File: src/rtl/dma_gate_pkg.sv
// Package: shared types for the DMA start-gating block.
// Assumes: nothing; it only holds the completion route encoding.
package dma_gate_pkg;

    // Where a channel's completion is reported in a given cycle.
    typedef enum logic [1:0] {
        ROUTE_NONE   = 2'd0,
        ROUTE_PERIPH = 2'd1,
        ROUTE_SW     = 2'd2
    } done_route_t;

endpackage

File: src/rtl/dma_mask_reg.sv
// Module: per-channel request mask with separate set and clear write ports.
// Assumes: write strobes are single-cycle pulses from a register decoder;
// when one bit is set and cleared in the same cycle, the set wins.
module dma_mask_reg #(
    parameter int NUM_CH = 8
) (
    input  logic              clk,
    input  logic              rst_n,
    input  logic              set_wr,
    input  logic [NUM_CH-1:0] set_data,
    input  logic              clr_wr,
    input  logic [NUM_CH-1:0] clr_data,
    output logic [NUM_CH-1:0] mask_q
);

    logic [NUM_CH-1:0] set_bits;
    logic [NUM_CH-1:0] clr_bits;

    // Qualify the write data with its strobe.
    always_comb begin
        set_bits = set_wr ? set_data : '0;
        clr_bits = clr_wr ? clr_data : '0;
    end

    // Hold the mask; clear first, then set so the set takes priority.
    always_ff @(posedge clk) begin
        if (!rst_n) begin
            mask_q <= '0;
        end else begin
            mask_q <= (mask_q & ~clr_bits) | set_bits;
        end
    end

endmodule

File: src/rtl/dma_swreq_cap.sv
// Module: captures software-request writes as a one-cycle pending pulse.
// Assumes: the channel enable is sampled in the write cycle; a bit written
// for a disabled channel is dropped. Pending bits clear themselves.
module dma_swreq_cap #(
    parameter int NUM_CH = 8
) (
    input  logic              clk,
    input  logic              rst_n,
    input  logic              sw_wr,
    input  logic [NUM_CH-1:0] sw_data,
    input  logic [NUM_CH-1:0] ch_enable,
    output logic [NUM_CH-1:0] sw_pend
);

    logic [NUM_CH-1:0] accepted;

    // Keep only bits of channels enabled at the write.
    always_comb begin
        accepted = sw_wr ? (sw_data & ch_enable) : '0;
    end

    // Register the accepted bits for exactly one cycle.
    always_ff @(posedge clk) begin
        if (!rst_n) begin
            sw_pend <= '0;
        end else begin
            sw_pend <= accepted;
        end
    end

endmodule

File: src/rtl/dma_elig_gate.sv
// Module: combinational start-eligibility per channel.
// Assumes: SW_CH names the software-only channel, whose peripheral lines are
// not wired into eligibility. Software starts bypass the mask.
module dma_elig_gate #(
    parameter int NUM_CH = 8,
    parameter int SW_CH  = NUM_CH - 1
) (
    input  logic [NUM_CH-1:0] periph_req,
    input  logic [NUM_CH-1:0] periph_burst,
    input  logic [NUM_CH-1:0] ch_enable,
    input  logic [NUM_CH-1:0] ch_config,
    input  logic [NUM_CH-1:0] mask_q,
    input  logic [NUM_CH-1:0] sw_pend,
    output logic [NUM_CH-1:0] start_elig,
    output logic [NUM_CH-1:0] sw_start
);

    for (genvar g = 0; g < NUM_CH; g++) begin : g_ch
        logic ready;
        logic hw_want;

        // Channel is usable only when enabled and configured.
        always_comb ready = ch_enable[g] & ch_config[g];

        if (g == SW_CH) begin : g_reserved
            // Reserved channel: peripheral lines never count.
            always_comb hw_want = 1'b0;
        end else begin : g_periph
            // Unmasked single or burst request.
            always_comb hw_want = ~mask_q[g] & (periph_req[g] | periph_burst[g]);
        end

        // Combine the hardware and software paths.
        always_comb begin
            sw_start[g]   = ready & sw_pend[g];
            start_elig[g] = ready & (hw_want | sw_pend[g]);
        end
    end

endmodule

File: src/rtl/dma_done_route.sv
// Module: tracks software-started channels and raises completion flags.
// Assumes: xfer_done is a one-cycle pulse; a completion is routed by the
// mark held before the cycle; flag sets win over same-cycle clears.
module dma_done_route
    import dma_gate_pkg::*;
#(
    parameter int NUM_CH = 8
) (
    input  logic              clk,
    input  logic              rst_n,
    input  logic [NUM_CH-1:0] sw_start,
    input  logic [NUM_CH-1:0] xfer_done,
    input  logic              irq_clr_wr,
    input  logic [NUM_CH-1:0] irq_clr_data,
    input  logic              sw_irq_clr,
    output logic [NUM_CH-1:0] sw_origin,
    output logic [NUM_CH-1:0] periph_irq,
    output logic              sw_irq
);

    logic [NUM_CH-1:0] periph_hit;
    logic [NUM_CH-1:0] sw_hit;
    logic [NUM_CH-1:0] clr_bits;

    for (genvar g = 0; g < NUM_CH; g++) begin : g_route
        done_route_t route;

        // Pick the destination of this channel's completion.
        always_comb begin
            if (!xfer_done[g]) begin
                route = ROUTE_NONE;
            end else if (sw_origin[g]) begin
                route = ROUTE_SW;
            end else begin
                route = ROUTE_PERIPH;
            end
            periph_hit[g] = (route == ROUTE_PERIPH);
            sw_hit[g]     = (route == ROUTE_SW);
        end

        // Origin mark: dropped on completion, taken on a software start.
        always_ff @(posedge clk) begin
            if (!rst_n) begin
                sw_origin[g] <= 1'b0;
            end else if (sw_start[g]) begin
                sw_origin[g] <= 1'b1;
            end else if (xfer_done[g]) begin
                sw_origin[g] <= 1'b0;
            end
        end
    end

    // Qualify the peripheral flag clear with its strobe.
    always_comb clr_bits = irq_clr_wr ? irq_clr_data : '0;

    // Sticky peripheral completion flags, set over clear.
    always_ff @(posedge clk) begin
        if (!rst_n) begin
            periph_irq <= '0;
        end else begin
            periph_irq <= (periph_irq & ~clr_bits) | periph_hit;
        end
    end

    // Sticky shared software completion flag, set over clear.
    always_ff @(posedge clk) begin
        if (!rst_n) begin
            sw_irq <= 1'b0;
        end else if (|sw_hit) begin
            sw_irq <= 1'b1;
        end else if (sw_irq_clr) begin
            sw_irq <= 1'b0;
        end
    end

endmodule

File: src/rtl/dma_req_gate.sv
// Module: top of the DMA start-gating and completion-routing block.
// Assumes: register decoding, arbitration and data movement live outside;
// all write strobes and completion pulses last one cycle.
module dma_req_gate #(
    parameter int NUM_CH = 8,
    parameter int SW_CH  = NUM_CH - 1
) (
    input  logic              clk,
    input  logic              rst_n,
    input  logic [NUM_CH-1:0] periph_req,
    input  logic [NUM_CH-1:0] periph_burst,
    input  logic [NUM_CH-1:0] ch_enable,
    input  logic [NUM_CH-1:0] ch_config,
    input  logic              mask_set_wr,
    input  logic [NUM_CH-1:0] mask_set_data,
    input  logic              mask_clr_wr,
    input  logic [NUM_CH-1:0] mask_clr_data,
    input  logic              sw_req_wr,
    input  logic [NUM_CH-1:0] sw_req_data,
    input  logic [NUM_CH-1:0] xfer_done,
    input  logic              irq_clr_wr,
    input  logic [NUM_CH-1:0] irq_clr_data,
    input  logic              sw_irq_clr,
    output logic [NUM_CH-1:0] start_elig,
    output logic [NUM_CH-1:0] periph_irq,
    output logic              sw_irq
);

    logic [NUM_CH-1:0] mask_q;
    logic [NUM_CH-1:0] sw_pend;
    logic [NUM_CH-1:0] sw_start;
    logic [NUM_CH-1:0] sw_origin;

    dma_mask_reg #(.NUM_CH(NUM_CH)) u_mask (
        .clk      (clk),
        .rst_n    (rst_n),
        .set_wr   (mask_set_wr),
        .set_data (mask_set_data),
        .clr_wr   (mask_clr_wr),
        .clr_data (mask_clr_data),
        .mask_q   (mask_q)
    );

    dma_swreq_cap #(.NUM_CH(NUM_CH)) u_swreq (
        .clk       (clk),
        .rst_n     (rst_n),
        .sw_wr     (sw_req_wr),
        .sw_data   (sw_req_data),
        .ch_enable (ch_enable),
        .sw_pend   (sw_pend)
    );

    dma_elig_gate #(.NUM_CH(NUM_CH), .SW_CH(SW_CH)) u_elig (
        .periph_req   (periph_req),
        .periph_burst (periph_burst),
        .ch_enable    (ch_enable),
        .ch_config    (ch_config),
        .mask_q       (mask_q),
        .sw_pend      (sw_pend),
        .start_elig   (start_elig),
        .sw_start     (sw_start)
    );

    dma_done_route #(.NUM_CH(NUM_CH)) u_route (
        .clk          (clk),
        .rst_n        (rst_n),
        .sw_start     (sw_start),
        .xfer_done    (xfer_done),
        .irq_clr_wr   (irq_clr_wr),
        .irq_clr_data (irq_clr_data),
        .sw_irq_clr   (sw_irq_clr),
        .sw_origin    (sw_origin),
        .periph_irq   (periph_irq),
        .sw_irq       (sw_irq)
    );

endmodule

File: config.mk
export PLATFORM = sky130hd
export DESIGN_NAME = dma_req_gate
export DESIGN_NICKNAME = d
export VERILOG_FILES = /design/src/rtl/dma_gate_pkg.sv /design/src/rtl/dma_mask_reg.sv /design/src/rtl/dma_swreq_cap.sv /design/src/rtl/dma_elig_gate.sv /design/src/rtl/dma_done_route.sv /design/src/rtl/dma_req_gate.sv
export SDC_FILE = /design/constraint.sdc
export NUM_CORES = 1
export LEC_CHECK = 0
export BUFFER_PORTS_ARGS = -buffer_cell sky130_fd_sc_hd__buf_2
export CORE_ASPECT_RATIO = 1.25
export CORE_MARGIN = 3
export CORE_UTILIZATION = 35
export CTS_CLUSTER_SIZE = 20
export DETAILED_ROUTE_END_ITERATION = 8
export PLACE_DENSITY = 0.79
export SLEW_MARGIN = 10
export SYNTH_ARGS = -nofsm -noshare
export SYNTH_HDL_FRONTEND = slang
export SYNTH_SLANG_ARGS = --single-unit
File: constraint.sdc
create_clock -name clk -period 0.9 [get_ports clk]
set_input_delay 0 -clock clk [delete_from_list [all_inputs] [get_ports clk]]
set_output_delay 0 -clock clk [all_outputs]
set_load 0.01 [all_outputs]
==> results of run 1 <==
[layout make-up]
type	instances	area (sq um)	area share, %
repair buffers	121	757	34.7
flip-flops and latches	32	652	29.9
multi-input cells	103	606	27.8
clock buffers	6	82.6	3.79
well taps	37	46.3	2.12
inverters	7	26.3	1.21
clock inverters	2	10.0	0.459
[layer usage]
| layer | up-vias | track usage (%) | part of all wire [%] |
|---|---|---|---|
| met4 | 0 | 8.13 | 2.0 |
| li1 | 761 | - | - |
| met2 | 66 | 33.2 | 52 |
| met1 | 679 | 20.3 | 39 |
| met3 | 8 | 3.16 | 7.2 |
| met5 | - | 0 | 0 |
[power by group]
part	total, mW	leakage (nW)	internal (mW)	switching (mW)
Clock	1.12	0.0510	0.609	0.508
Combinational	0.533	0.849	0.311	0.222
Sequential	1.51	0.266	1.48	0.0325
[synth_stat cells]
master     instances
a21oi_1            7
a221oi_2           1
a222oi_1           1
a22o_1             1
a22oi_1            8
a2bb2oi_1          5
a31oi_1            1
a32oi_1            4
and2_0             1
and3_1             9
buf_2              3
buf_4              1
dfxtp_1           32
inv_1              7
nand2_1           15
nand2b_1           3
nand3_1            3
nor2_1            34
nor2b_1            3
o211a_1            7
[critical path: stages (launching register included)]
cell	delay, ps
dfxtp_2	320
nor2_2	120
o211a_1	150
buf_2	120
[cell families (layout without fill, tap and decap cells)]
logic type	after synthesis	in the layout	synth area share, %
compound gates	35	35	22.3
buf+inv	11	136	3.84
flops	32	32	50.3
simple gates	68	68	23.5
[flip-flops by register name (all words and copies together) (netlist names)]
name                count
u_route.sw_irq          1
u_route.periph_irq      8
u_mask.mask_q           7
u_swreq.sw_pend         8
u_route.sw_origin       8
[worst max path at each step]
stage / from / to / slack (ps) / depth (start not counted)
floorplan: u_route.sw_origin[4]$_SDFFE_PN0P_ / u_route.sw_irq$_SDFFE_PN0P_ / 20 / 3
global placement: u_route.sw_origin[4]$_SDFFE_PN0P_ / u_route.sw_irq$_SDFFE_PN0P_ / 10 / 3
detailed placement: u_route.sw_origin[4]$_SDFFE_PN0P_ / u_route.sw_irq$_SDFFE_PN0P_ / -5 / 3
CTS: u_mask.mask_q[6]$_SDFF_PN0_ / start_elig[6] / -80 / 3
global route: u_mask.mask_q[4]$_SDFF_PN0_ / start_elig[4] / -110 / 3
finish: u_mask.mask_q[2]$_SDFF_PN0_ / start_elig[2] / -80 / 3
[repair_timing]
item                       4_1_cts  5_1_grt
setup buffers                    2        0
hold buffers                    23        0
pin swaps                        6        0
setup endpoints to repair        8        9
hold endpoints to repair        15        0
gates resized for setup          8       10
==> results_dict.tcl, run 1 <==
set metrics [dict create \
    diodes 0 \
    ant_nets 0 \
    place_inst 275 \
    power_mw 3.16 \
    tightest_slew_ps 462 \
    wl_per_cell_um 12.7 \
    cts.sinks 32 \
    final_cell_area_sq_mm 0.00218 \
    max_freq_ghz 1.02 \
    synth_fp_nets 225 \
    stdcell_count 308 \
    antenna_found_initial 0 \
    worstSkewPairLatency_ps 280 \
    worstSetupPathType "reg -> out" \
    period_minus_slack_ps 982 \
    start_util_pct 38.1 \
    ir_drop_uv 1600 \
    firstDrtPassIters 4 \
    final_core_util_pct 65.3 \
    drc_errors 0 \
    whs_path_depth 3 \
    ys_seq_elements 32 \
    routed_wl_um 3910 \
    critPathArrivalTime_ps 980 \
    min_to "u_route.sw_origin[4]$_SDFFE_PN0P_" \
    drive_above_1_share_pct 45.8 \
    cts_tree "yes" \
    fin_ws_ps -81.6 \
    grt_pass1_wl_um 6140 \
    grt_pass1_vias 1507 \
    syn-cell-area_sq_mm 0.00127 \
    fin_skew_ps 4.93 \
    grt_start_max_net_pins 25 \
    ff2ff_path_depth 3 \
    post-place-ws_ps -5.13 \
    ctsHtreeMaxLevel 2 \
    r2r-start "u_route.sw_origin[4]$_SDFFE_PN0P_" \
    finalHoldViolations 0 \
    io_buffer_count 91 \
    netlist.top_cell.by_area "dfxtp_1" \
    synth_cells 146 \
    violations "setup timing" \
    holdWs_ps 6.96 \
    status "complete, but fails checks" \
    place_hpwl_um 2740 \
    synth_top_area_share_pct 50.3 \
    vias_per_cell 4.92 \
    drv_slew 0 \
    die_y_um 73.4 \
    die_w_um 59.9 \
    slew_headroom_pct 69.2 \
    end_kind "output port" \
    yosysWarnings 0 \
    cp_max_fo 2 \
    core_sq_mm 0.00334 \
    setup_tns_ps -497 \
    nNetsFinal 349 \
    detail_route.iter0.violations 40 \
    worstSetupStartpointType "flop" \
    route.vias.total 1514 \
    grt_use_total_pct 18.3 \
    dpl_cell_area_sq_mm 0.00180 \
    r2r_end "u_route.sw_irq$_SDFFE_PN0P_" \
    cts_buffers 5 \
    p_per_area_mw_per_mm2 1450 \
    synth.distinct_cells 20 \
    fill_cells 289 \
    rows 23 \
    die_area_sq_mm 0.00440 \
    drv_cap 0 \
    final_cell_mix "buf_2 (90), nor2_1 (27), dlygate4sd3_1 (23), dfxtp_1 (23), nand2_1 (15)" \
    clk_path_buf_depth 2 \
    grt_overflow 0 \
    finalSetupViolations 7 \
    cellLeakagePower_nw 1.17 \
    boundaryPins 96 \
    rrSetupSlack_ps 0 \
    gp_congestion 0.734 \
    area_growth_syn_to_layout_pct 71.3 \
    clock_tree.root_cell "clkbuf_8" \
    postSynthAreaPerCell_sq_um 8.72 \
    ys_seq_area_share_pct 50.3 \
    clkTransAtPathRegs_ps 60 \
    period_share_pct 109 \
    final_common_cell "buf_2" \
    hold_class "in -> reg" \
    min_from "ch_config[4]" \
    crit_required_ps 900 \
    synth_area_leaders "dfxtp_1 (50%), nor2_1 (10%), o211a_1 (5.5%)" \
    rsz0062_at_grt "true" \
]
No activity file was read; power rests on OpenSTA's default activity.
==> run 2: changes to the inputs <==
Settings changed: SETUP_SLACK_MARGIN from default to 0.3.
==> run 2 against run 1 <==
  * The flow finishes with violations (hold timing, setup timing)
  * Highest routed layer unchanged
  * Wire length is 4.4% higher
  * Sequential share of layout area is 1.0 points higher
  * First-iteration DRC count is 2.5% lower
  * Total power is 0.59% higher
  * Sequential cell count stayed put
  * Die area stayed put
  * Non-clock buffer count is 18 lower
  * Global-route usage is 0.084 points lower
  * Combinational power is 2% higher
==> results_dict.tcl, run 2 (synthesis results as in run 1) <==
set metrics [dict create \
    status "complete, but fails checks" \
    violations "hold timing, setup timing" \
    dpl_cell_area_sq_mm 0.00181 \
    io_buffer_count 91 \
    nNetsFinal 331 \
    wl_per_cell_um 14.1 \
    cts.sinks 32 \
    switching_share_pct 24.0 \
    tightest_slew_ps 496 \
    finalSetupViolations 9 \
    drc_errors 0 \
    crit_required_ps 900 \
    place_inst 275 \
    fin_ws_ps -78.7 \
    vias_per_cell 5.09 \
    post-place-ws_ps -42.4 \
    p_per_area_mw_per_mm2 1450 \
    start_util_pct 38.1 \
    ir_drop_uv 1110 \
    switchingPower_uw 763 \
    ctsHtreeMaxLevel 2 \
    clock_power_share_pct 34.7 \
    seqPwrFrac_pct 48.2 \
    period_minus_slack_ps 979 \
    die_y_um 73.4 \
    cts_buffers 5 \
    final_cell_mix "buf_2 (81), nor2_1 (31), dfxtp_2 (29)" \
    fill_cells 289 \
    worstSetupPathType "reg -> out" \
    end_kind "output port" \
    route.vias.total 1476 \
    routed_wl_um 4080 \
    rows 23 \
    slew_headroom_pct 66.9 \
    internal-power_mw 2.42 \
    ant_nets 0 \
    clkTransAtPathRegs_ps 60 \
    stdcell_count 290 \
    detail_route.iter0.violations 39 \
    worstSetupStartpointType "flop" \
    clk_path_buf_depth 2 \
    boundaryPins 96 \
    setup_tns_ps -500 \
    final_cell_area_sq_mm 0.00219 \
    area_growth_syn_to_layout_pct 71.9 \
    critPathArrivalTime_ps 980 \
    cts_tree "yes" \
    diodes 0 \
    gp_congestion 0.676 \
    place_hpwl_um 2910 \
    max_freq_ghz 1.02 \
    grt_overflow 0 \
    power_frac_comb_pct 17.2 \
    clock_tree.root_cell "clkbuf_8" \
    layout.area.seq_sq_um 677 \
    final_core_util_pct 65.5 \
    multi_input_area_sq_um 704 \
    period_share_pct 109 \
    rsz0062_at_grt "true" \
    die_w_um 59.9 \
    grt_use_total_pct 18.2 \
    core_sq_mm 0.00334 \
    final_common_cell "buf_2" \
    fin_skew_ps 2.86 \
    cellLeakagePower_nw 1.13 \
    holdWs_ps -42.9 \
    grt_pass1_wl_um 6070 \
    largestRegisters "u_route.periph_irq (8), u_route.sw_origin (8), u_swreq.sw_pend (8)" \
    power_mw 3.18 \
    antenna_found_initial 0 \
    worstSkewPairLatency_ps 270 \
    die_area_sq_mm 0.00440 \
    grt_start_max_net_pins 25 \
    drv_cap 0 \
    drv_slew 0 \
    hold_class "in -> reg" \
    drive_above_1_share_pct 64.4 \
    finalHoldViolations 15 \
    grt_pass1_vias 1402 \
    firstDrtPassIters 4 \
    cp_max_fo 2 \
]
==> run 2: changes by cell type in the layout (fill, tap and decap cells not counted), sizes merged <==
cell / delta
clkinv: -2
clkbuf: +2
buf: +5
dlygate4sd3: -23
==> run 2: critical path: stages, from the launching register on <==
cell,delay (ps)
dfxtp_2,340
nor2_1,50
o211a_1,200
buf_2,130
==> run 2: repair_timing <==
action / 4_1_cts / 5_1_grt
endpoints found under the hold margin: 17 / 13
endpoints found under the setup margin: 41 / 41
pin swaps: 22 / 8
resized for setup: 50 / 12
setup buffers: 4 / 3
==> run 2: cell type report <==
class,count,area share (%)
Inverter,7,1.20
Tap cell,37,2.12
Multi-Input combinational cell,103,32.2
Sequential cell,32,30.9
Clock buffer,8,4.12
Timing Repair Buffer,103,29.4
==> run 2: path summary, 6_finish.rpt <==
path	startpoint	to	slack, ps	cells after the start
worst max-delay path	u_mask.mask_q[3]$_SDFF_PN0_	start_elig[3]	-80	3
worst min-delay path	sw_req_data[7]	u_swreq.sw_pend[7]$_SDFF_PN0_	-40	2
worst max register to register	u_route.sw_origin[3]$_SDFFE_PN0P_	u_route.sw_irq$_SDFFE_PN0P_	-30	2
worst min register to register	u_swreq.sw_pend[1]$_SDFF_PN0_	u_route.sw_origin[1]$_SDFFE_PN0P_	470	2
==> run 2: power by group through the flow <==
stage	Clock, mW	Sequential (mW)	Combinational [mW]
CTS	1.13	1.53	0.519
finish	1.10	1.53	0.546
global route	1.19	1.54	0.600
detailed placement	0	1.54	0.438
global placement	0	1.54	0.428
floorplan	0	1.55	0.164
==> run 2: metal layers <==
layer,wire (um),track usage (%)
met5,0,0
met4,44,6.65
met3,291,3.69
met2,2180,32.1
met1,1560,21.4
